File: config.mk
export PLATFORM = sky130hd
export DESIGN_NAME = cp0_exc_unit
export DESIGN_NICKNAME = d
export VERILOG_FILES = /design/src/rtl/cp0_pkg.sv /design/src/rtl/cp0_event_arb.sv /design/src/rtl/cp0_sysreg_file.sv /design/src/rtl/cp0_read_mux.sv /design/src/rtl/cp0_exc_unit.sv
export SDC_FILE = /design/constraint.sdc
export NUM_CORES = 1
export LEC_CHECK = 0
export ABC_CLOCK_PERIOD_IN_PS = 2000
export BUFFER_PORTS_ARGS = -buffer_cell sky130_fd_sc_hd__buf_2
export CAP_MARGIN = 20
export CORE_MARGIN = 5
export CORE_UTILIZATION = 53
export CTS_CLUSTER_SIZE = 10
export DETAILED_ROUTE_END_ITERATION = 8
export PLACE_DENSITY = 0.86
export SLEW_MARGIN = 20
export SYNTH_ARGS = -nofsm -noshare
export SYNTH_HDL_FRONTEND = slang
export SYNTH_HIERARCHICAL = 1
export SYNTH_SLANG_ARGS = --single-unit
File: constraint.sdc
create_clock -name clk_i -period 2 [get_ports clk_i]
set_input_delay 0.4 -clock clk_i [delete_from_list [all_inputs] [get_ports clk_i]]
set_output_delay 0.4 -clock clk_i [all_outputs]
set_load 0.005 [all_outputs]
File: src/rtl/cp0_pkg.sv
package cp0_pkg;
  typedef enum logic [1:0] {
    SEL_EPC    = 2'd0,
    SEL_STATUS = 2'd1,
    SEL_CAUSE  = 2'd2,
    SEL_NONE   = 2'd3
  } cp0_sel_e;

  typedef enum logic [1:0] {
    EV_IDLE   = 2'd0,
    EV_TRAP   = 2'd1,
    EV_RETURN = 2'd2,
    EV_WRITE  = 2'd3
  } cp0_event_e;
endpackage

File: src/rtl/cp0_event_arb.sv
module cp0_event_arb
  import cp0_pkg::*;
(
  input  logic       exc_i,
  input  logic       ret_i,
  input  logic       wr_i,
  output cp0_event_e ev_o
);
  // fixed priority: trap > return > software write
  always_comb begin
    if (exc_i)      ev_o = EV_TRAP;
    else if (ret_i) ev_o = EV_RETURN;
    else if (wr_i)  ev_o = EV_WRITE;
    else            ev_o = EV_IDLE;
  end

  always_comb begin
    if (wr_i && (exc_i || ret_i))
      AST_WRITE_DROPPED: assert (ev_o != EV_WRITE);
  end
endmodule

File: src/rtl/cp0_sysreg_file.sv
module cp0_sysreg_file
  import cp0_pkg::*;
#(
  parameter int XLEN     = 32,
  parameter int CODE_W   = 5,
  parameter int CODE_LSB = 2,
  parameter int EXL_BIT  = 1
) (
  input  logic             clk_i,
  input  logic             rst_ni,
  input  cp0_event_e       ev_i,
  input  logic [XLEN-1:0]  exc_pc_i,
  input  logic [CODE_W-1:0] exc_code_i,
  input  cp0_sel_e         wr_sel_i,
  input  logic [XLEN-1:0]  wr_data_i,
  output logic [XLEN-1:0]  epc_o,
  output logic [XLEN-1:0]  status_o,
  output logic [XLEN-1:0]  cause_o
);
  localparam logic [XLEN-1:0] EXL_MASK  = XLEN'(1) << EXL_BIT;
  localparam logic [XLEN-1:0] CODE_MASK = ((XLEN'(1) << CODE_W) - XLEN'(1)) << CODE_LSB;

  logic [XLEN-1:0] epc_q, status_q, cause_q;

  always_ff @(posedge clk_i or negedge rst_ni) begin
    if (!rst_ni) begin
      epc_q    <= '0;
      status_q <= '0;
      cause_q  <= '0;
    end else begin
      unique case (ev_i)
        EV_TRAP: begin
          epc_q    <= exc_pc_i;
          status_q <= status_q | EXL_MASK;
          cause_q  <= (cause_q & ~CODE_MASK) | (XLEN'(exc_code_i) << CODE_LSB);
        end
        EV_RETURN: status_q <= status_q & ~EXL_MASK;
        EV_WRITE: begin
          case (wr_sel_i)
            SEL_EPC:    epc_q    <= wr_data_i;
            SEL_STATUS: status_q <= wr_data_i;
            SEL_CAUSE:  cause_q  <= wr_data_i;
            default:    ;
          endcase
        end
        default: ;
      endcase
    end
  end

  assign epc_o    = epc_q;
  assign status_o = status_q;
  assign cause_o  = cause_q;

  AST_TRAP_EPC: assert property (@(posedge clk_i) disable iff (!rst_ni)
    ev_i == EV_TRAP |=> epc_q == $past(exc_pc_i));
  AST_TRAP_CODE: assert property (@(posedge clk_i) disable iff (!rst_ni)
    ev_i == EV_TRAP |=> cause_q[CODE_LSB+CODE_W-1:CODE_LSB] == $past(exc_code_i));
  AST_TRAP_CAUSE_KEEP: assert property (@(posedge clk_i) disable iff (!rst_ni)
    ev_i == EV_TRAP |=> (cause_q & ~CODE_MASK) == ($past(cause_q) & ~CODE_MASK));
  AST_TRAP_EXL: assert property (@(posedge clk_i) disable iff (!rst_ni)
    ev_i == EV_TRAP |=> status_q[EXL_BIT] && ((status_q & ~EXL_MASK) == ($past(status_q) & ~EXL_MASK)));
  AST_RET_EXL: assert property (@(posedge clk_i) disable iff (!rst_ni)
    ev_i == EV_RETURN |=> !status_q[EXL_BIT] && $stable(epc_q) && $stable(cause_q));
endmodule

File: src/rtl/cp0_read_mux.sv
module cp0_read_mux
  import cp0_pkg::*;
#(
  parameter int XLEN = 32
) (
  input  cp0_sel_e        sel_i,
  input  logic [XLEN-1:0] epc_i,
  input  logic [XLEN-1:0] status_i,
  input  logic [XLEN-1:0] cause_i,
  output logic [XLEN-1:0] data_o
);
  always_comb begin
    case (sel_i)
      SEL_EPC:    data_o = epc_i;
      SEL_STATUS: data_o = status_i;
      SEL_CAUSE:  data_o = cause_i;
      default:    data_o = '0;
    endcase
  end
endmodule

File: src/rtl/cp0_exc_unit.sv
module cp0_exc_unit
  import cp0_pkg::*;
#(
  parameter int              XLEN     = 32,
  parameter int              CODE_W   = 5,
  parameter int              CODE_LSB = 2,
  parameter int              EXL_BIT  = 1,
  parameter logic [XLEN-1:0] VECTOR   = 32'h8000_0180
) (
  input  logic              clk_i,
  input  logic              rst_ni,
  input  logic              exc_req_i,
  input  logic [CODE_W-1:0] exc_code_i,
  input  logic [XLEN-1:0]   exc_pc_i,
  input  logic              ret_req_i,
  input  logic              mt_en_i,
  input  logic [1:0]        mt_sel_i,
  input  logic [XLEN-1:0]   mt_data_i,
  input  logic [1:0]        mf_sel_i,
  output logic [XLEN-1:0]   mf_data_o,
  output logic              redirect_o,
  output logic [XLEN-1:0]   redirect_pc_o,
  output logic              kernel_mode_o
);
  cp0_event_e      ev;
  logic [XLEN-1:0] epc, status, cause;

  cp0_event_arb u_arb (
    .exc_i (exc_req_i),
    .ret_i (ret_req_i),
    .wr_i  (mt_en_i),
    .ev_o  (ev)
  );

  cp0_sysreg_file #(
    .XLEN(XLEN), .CODE_W(CODE_W), .CODE_LSB(CODE_LSB), .EXL_BIT(EXL_BIT)
  ) u_regs (
    .clk_i      (clk_i),
    .rst_ni     (rst_ni),
    .ev_i       (ev),
    .exc_pc_i   (exc_pc_i),
    .exc_code_i (exc_code_i),
    .wr_sel_i   (cp0_sel_e'(mt_sel_i)),
    .wr_data_i  (mt_data_i),
    .epc_o      (epc),
    .status_o   (status),
    .cause_o    (cause)
  );

  cp0_read_mux #(.XLEN(XLEN)) u_rd (
    .sel_i    (cp0_sel_e'(mf_sel_i)),
    .epc_i    (epc),
    .status_i (status),
    .cause_i  (cause),
    .data_o   (mf_data_o)
  );

  assign redirect_o    = (ev == EV_TRAP) || (ev == EV_RETURN);
  assign redirect_pc_o = (ev == EV_TRAP) ? VECTOR : epc;
  assign kernel_mode_o = status[EXL_BIT];

  AST_VECTOR: assert property (@(posedge clk_i) disable iff (!rst_ni)
    exc_req_i |-> redirect_o && redirect_pc_o == VECTOR);
  AST_RET_TARGET: assert property (@(posedge clk_i) disable iff (!rst_ni)
    ret_req_i && !exc_req_i |-> redirect_o && redirect_pc_o == epc);
  AST_COLLIDE_KERNEL: assert property (@(posedge clk_i) disable iff (!rst_ni)
    exc_req_i && ret_req_i |=> kernel_mode_o);
  AST_NO_SPURIOUS: assert property (@(posedge clk_i) disable iff (!rst_ni)
    !exc_req_i && !ret_req_i |-> !redirect_o);
endmodule

**Yosys cells after proc, flatten, opt, wreduce, memory -nomap -nowiden**

Cells that the tools add are included.

- Output and inout port bits: 66
- Register bits: 96
- Word-level logic and storage cells: 37
- Bits of input ports: 78

- Muxes and demuxes: 11
- Equal/unequal tests: 10
- Reductions and logical operators: 9
- Bitwise operators: 3

Operators with widths:

| cell | count |
|---|---|
| case mux 32 bit (3 select lines) | 2 |
| 2-to-1 mux 32 bit | 4 |
| case mux 32 bit (2 select lines) | 2 |
| OR 32 x 7 -> 32 bit | 1 |
| == test 2 bit (second input constant) | 4 |
| == test 2 x 1 -> 1 bit (second input constant) | 3 |
| 2-to-1 mux 2 bit | 3 |
| AND reduction 2 bit | 3 |
| logical NOT 2 bit | 2 |
| inequality test 2 bit (second input constant) | 2 |
| AND reduction 4 bit | 1 |
| nonzero test 3 bit | 1 |
| inequality test 2 x 1 -> 1 bit (second input constant) | 1 |
| NOT 1 bit | 2 |
| nonzero test 2 bit | 1 |
| logical OR 1 bit | 1 |

**Logic depth before layout (Yosys ltp)**

- Word-level depth: 6
- Mapped depth: 8
- Gate-level depth less buffers: 7

**Hierarchy**

The synthesis kept the hierarchy.

By module, submodules not included:

| module | cells each | area an instance (sq um) | sequential area each (sq um) | instances |
|---|---|---|---|---|
| cp0_sysreg_file | 274 | 4189.0 | 2402.3 | 1 |
| cp0_read_mux | 77 | 787.0 | 0.0 | 1 |
| cp0_exc_unit | 38 | 241.5 | 0.0 | 1 |
| cp0_event_arb | 4 | 18.8 | 0.0 | 1 |

**Worst setup path before layout**

Ideal clock, no wire load.

- Kind: input port to flip-flop
- From: in mt_en_i
- To: reg u_regs.epc_q[10], in the netlist u_regs/epc_o[10]
- Buffers on the path: 2
- Stages on the path: 7
- Setup slack: 0.094 ns
- Arrival time: 1.780 ns
- Required time: 1.875 ns
- Library setup time: 0.125 ns
- Cell sequence: nor2_1 > nor2_1 > ha_1 > buf_6 > mux2i_4 > buf_6 > mux2_4

- Word-level cells in the longest chain between the ends: 6
- Elaborated cells on any way between the ends: 9
- Those cells by class: 3 x eq/ne; 4 x mux; 2 x reduce/logical

RTL lines:

| what | RTL line | text |
|---|---|---|
| start, declared | cp0_exc_unit.sv:16 | `input logic mt_en_i,` |
| 2-to-1 mux 2 bit * | cp0_event_arb.sv:13 | `else if (wr_i) ev_o = EV_WRITE;` |
| 2-to-1 mux 2 bit * | cp0_event_arb.sv:12 | `else if (ret_i) ev_o = EV_RETURN;` |
| 2-to-1 mux 2 bit * | cp0_event_arb.sv:11 | `if (exc_i) ev_o = EV_TRAP;` |
| net ev[1] | cp0_exc_unit.sv:25 | `cp0_event_e ev;` |
| == test 2 bit / == test 2 x 1 -> 1 bit (equally long branches) | cp0_sysreg_file.sv:31 | `unique case (ev_i)` |
| inequality test 2 bit (no line) / nonzero test 2 bit (equally long branches) | - |  |
| AND reduction 2 bit (no line) | - |  |
| end signal, assigned | cp0_sysreg_file.sv:33 | `epc_q <= exc_pc_i;` |
| end signal, assigned | cp0_sysreg_file.sv:40 | `SEL_EPC: epc_q <= wr_data_i;` |
| end, declared | cp0_sysreg_file.sv:23 | `logic [XLEN-1:0] epc_q, status_q, cause_q;` |

Mark *: on every way through the listed nets, which the timed path passes. The rest lies on a longest branch.
A chain may end at the register's enable or synchronous reset.

**Final worst setup path**

- From: in ret_req_i
- To: out redirect_pc_o[7]

- Word-level cells in the longest chain between the ends: 4

RTL lines:

| what | RTL line | text |
|---|---|---|
| start, declared | cp0_exc_unit.sv:15 | `input logic ret_req_i,` |
| 2-to-1 mux 2 bit | cp0_event_arb.sv:12 |  |
| 2-to-1 mux 2 bit | cp0_event_arb.sv:11 |  |
| net ev[0] | cp0_exc_unit.sv:25 |  |
| == test 2 x 1 -> 1 bit | cp0_exc_unit.sv:59 | `assign redirect_pc_o = (ev == EV_TRAP) ? VECTOR : epc;` |
| 2-to-1 mux 32 bit | cp0_exc_unit.sv:59 |  |
| end, declared | cp0_exc_unit.sv:22 | `output logic [XLEN-1:0] redirect_pc_o,` |

The timed path passes the listed nets, and every way through them passes these cells.

==> flow_metrics.py <==
metrics = {
    "final_layout": {
        "final_util": 0.656,
        "final_nets": 627,
        "finalInstanceArea_mm2": 0.00635,
        "layoutNonFillerInstCount": 682,
        "antennaDiodeCount": 0,
        "area_growth_pct": 21.3,
        "layout-drive-gt1-share": 0.546,
    },
    "routing": {
        "routedWlPerCell_um": 18.8,
        "via_per_inst": 5.42,
        "wl_um": 12800,
        "via_count": 3695,
        "route.detailed.drc": 0,
        "dr.first_iter.drc_count": 151,
        "ant_nets": 0,
        "firstDrtPassIters": 4,
    },
    "synthesis": {
        "synthCells": 393,
        "synth_top_family_by_area": "multiplexers",
        "ys_seq_area_frac": 0.459,
        "synth_seq_cells": 96,
        "synth_mux_area_frac": 0.337,
        "synth.top_cell.area_share": 0.459,
        "yosys_warnings": 6,
        "yosys.area_share.simple": 0.0516,
        "synth_area_leader_cell": "dfrtp_1",
        "synth_fp_nets": 476,
        "synth_area_per_cell_um2": 13.3,
        "synth_compound_area_frac": 0.0805,
        "netlist_area_mm2": 0.00524,
        "synthTopCellsByArea": "dfrtp_1 46%, mux2_2 19%, mux2i_1 6.3%",
        "synth_fa_ha_area_frac": 0.0119,
        "synth_cell_types": 27,
        "synth_xor_area_frac": 0,
    },
    "critical_path": {
        "cp_max_fo": 16,
        "slowest_delay_ns": 0.24,
        "slowest_stage": "or2_1",
        "crit_arrival_ns": 1.52,
        "crit_chain": "buf_2, inv_1, a21o_1, ha_2, buf_12, or2_1, buf_2",
        "worstPathRequired_ns": 1.60,
        "path_common_cell": "buf_2",
        "cp-start-kind": "input pin",
        "crit_type": "in -> out",
        "crit_path_end_kind": "output pin",
    },
    "clock_network": {
        "cts_tree": "built",
        "clk-insertion-delay-late_ns": 0.35,
        "cts_made_buffers": 9,
        "cts_root_buffer": "clkbuf_8",
        "clk_path_buf_depth": 2,
        "path_clk_slew_ns": 0.10,
        "cts_sinks": 96,
        "post_cts_buffers": 0,
        "htreeDepth": 3,
    },
    "placed_design": {
        "dp_cells": 665,
        "place_area_mm2": 0.00612,
        "gp_congestion": 0.811,
        "dp_hpwl_um": 9520,
        "portBuffers": 143,
    },
    "floorplanning": {
        "ios": 144,
        "core_area_mm2": 0.00968,
        "fp.dieW_um": 109,
        "die_h_um": 109,
        "start_util": 0.541,
        "rows": 36,
        "dieArea_mm2": 0.0120,
    },
    "sta": {
        "slew_viol_final": 0,
        "finalSetupTns_ns": 0,
        "rsz0062_at_grt": "false",
        "relSlewSlack": 0.705,
        "fin_skew_ns": 0,
        "fmax_mhz": 521,
        "setup_viol": 0,
        "min_period_over_period": 0.960,
        "finalHoldViolCount": 0,
        "worst_pin_slew_ns": 0.443,
        "post-route-min-period_ns": 1.92,
    },
    "outcome": {
        "status": "finished clean",
    },
    "run": {
        "maxCapViolations": 0,
    },
    "grt": {
        "antenna_found_initial": 1,
        "grt.overflow.total": 0,
        "track_usage": 0.222,
        "grt_pass1_vias": 4076,
        "grt_first_pass_wirelength_um": 20400,
        "grt_max_degree": 49,
    },
    "power": {
        "cellLeakagePower_uw": 0.00310,
        "ir_drop_uv": 553,
        "power.density_mw_per_mm2": 904,
    },
    "hold_path": {
        "hold_class": "in -> reg",
    },
}
-- registers in the layout, indices dropped and copies added, names as in the netlist --
signal and cells:
u_regs/cause_o 32, u_regs/epc_o 32, u_regs/status_o 32
-- stage by stage --
step           hold slack [ns]  setup slack [ns]  total power [uW]
3_3_place_gp             0.362           -0.0372              4270
5_1_grt                  0.260            0.0225              6060
2_1_floorplan            0.104            0.0945              3730
3_5_place_dp             0.374            -0.105              4390
6_report                 0.270            0.0799              5740
4_1_cts                  0.250            0.0150              5800
-- path summary, 6_finish.rpt --
check	end	cells after the start	start	slack, ns
worst max-delay path	redirect_pc_o[7]	7	ret_req_i	0.08
worst min-delay path	u_regs/status_o[2]$_DFFE_PN0P_	2	mt_data_i[2]	0.27
worst max register to register	u_regs/status_o[1]$_DFFE_PN0P_	2	u_regs/status_o[1]$_DFFE_PN0P_	1.14
worst min register to register	u_regs/cause_o[27]$_DFFE_PN0P_	1	u_regs/cause_o[27]$_DFFE_PN0P_	0.50
max in group asynchronous	u_regs/epc_o[12]$_DFFE_PN0P_	3	rst_ni	0.87
min in group asynchronous	u_regs/cause_o[30]$_DFFE_PN0P_	2	rst_ni	0.52
-- report_power, final --
group          switching [uW]  total [uW]  internal [uW]  leakage (uW)
Sequential                316        2760           2440       0.00115
Clock                     688        1400            707      0.000114
Combinational             657        1590            929       0.00183
Total                    1660        5740           4080       0.00310
-- worst max-delay path: cells and delay by family --
kind	cells	cell delay (ns)
AO/OA/AOI/OAI	1	0.23
adder cells (fa/ha/maj)	1	0.23
buffers and inverters	4	0.41
AND/OR/NAND/NOR	1	0.24
-- layout make-up --
class | count | area [um^2]
Tap cell | 133 | 166
Fill cell | 712 | 3330
Sequential cell | 96 | 2400
Inverter | 16 | 60.1
Multi-Input combinational cell | 252 | 2530
Clock inverter | 7 | 92.6
Clock buffer | 9 | 124
Timing Repair Buffer | 169 | 978
-- repair_timing --
item / 4_1_cts / 5_1_grt
setup endpoints to repair: 0 / 7
hold endpoints to repair: 30 / 0
resized for setup: 0 / 2
hold buffers: 1 / 0
-- placed cells by master, fill, tap and decap left out, types with 5 or more instances in the layout --
cell type / count
dfrtp_1: 96
mux2_1: 22
buf_12: 5
nand2_1: 5
mux2i_1: 33
mux2_2: 90
o21ai_0: 10
nor2b_1: 29
inv_1: 16
mux2_4: 10
o2bb2ai_2: 10
clkbuf_8: 9
o2bb2ai_1: 22
buf_4: 21
buf_2: 142
-- cells in the mapped netlist --
master	count
buf_2	6
dfrtp_1	96
o21ai_2	1
mux2i_1	33
nand2_1	5
nand2b_1	1
mux2i_4	1
clkbuf_1	3
o2bb2ai_1	22
a21oi_1	1
nand3b_1	1
ha_1	5
mux2_2	90
buf_4	3
nor2b_1	29
nor2_1	4
nand4b_1	1
o21ai_0	10
a211oi_1	1
nor2b_4	1
buf_6	17
mux2_1	22
inv_1	16
or2_1	3
mux2_4	10
o2bb2ai_2	10
a21o_1	1
-- per-layer routing --
layer,global-route usage,share of wire,vias up
li1,-,-,1696
met1,0.277,0.41,1867
met2,0.386,0.52,114
met3,0.0493,0.057,16
met4,0.0623,0.012,2
met5,0,0.00055,-
-- cells by family (layout without fill, tap and decap cells) --
logic type,Yosys count,after routing
multiplexers,156,156
AND/OR/NAND/NOR,45,45
buffers and inverters,45,201
flip-flops,96,96
AO/OA/AOI/OAI,46,46
adder cells (fa/ha/maj),5,5
No activity file was read; power rests on OpenSTA's default activity.
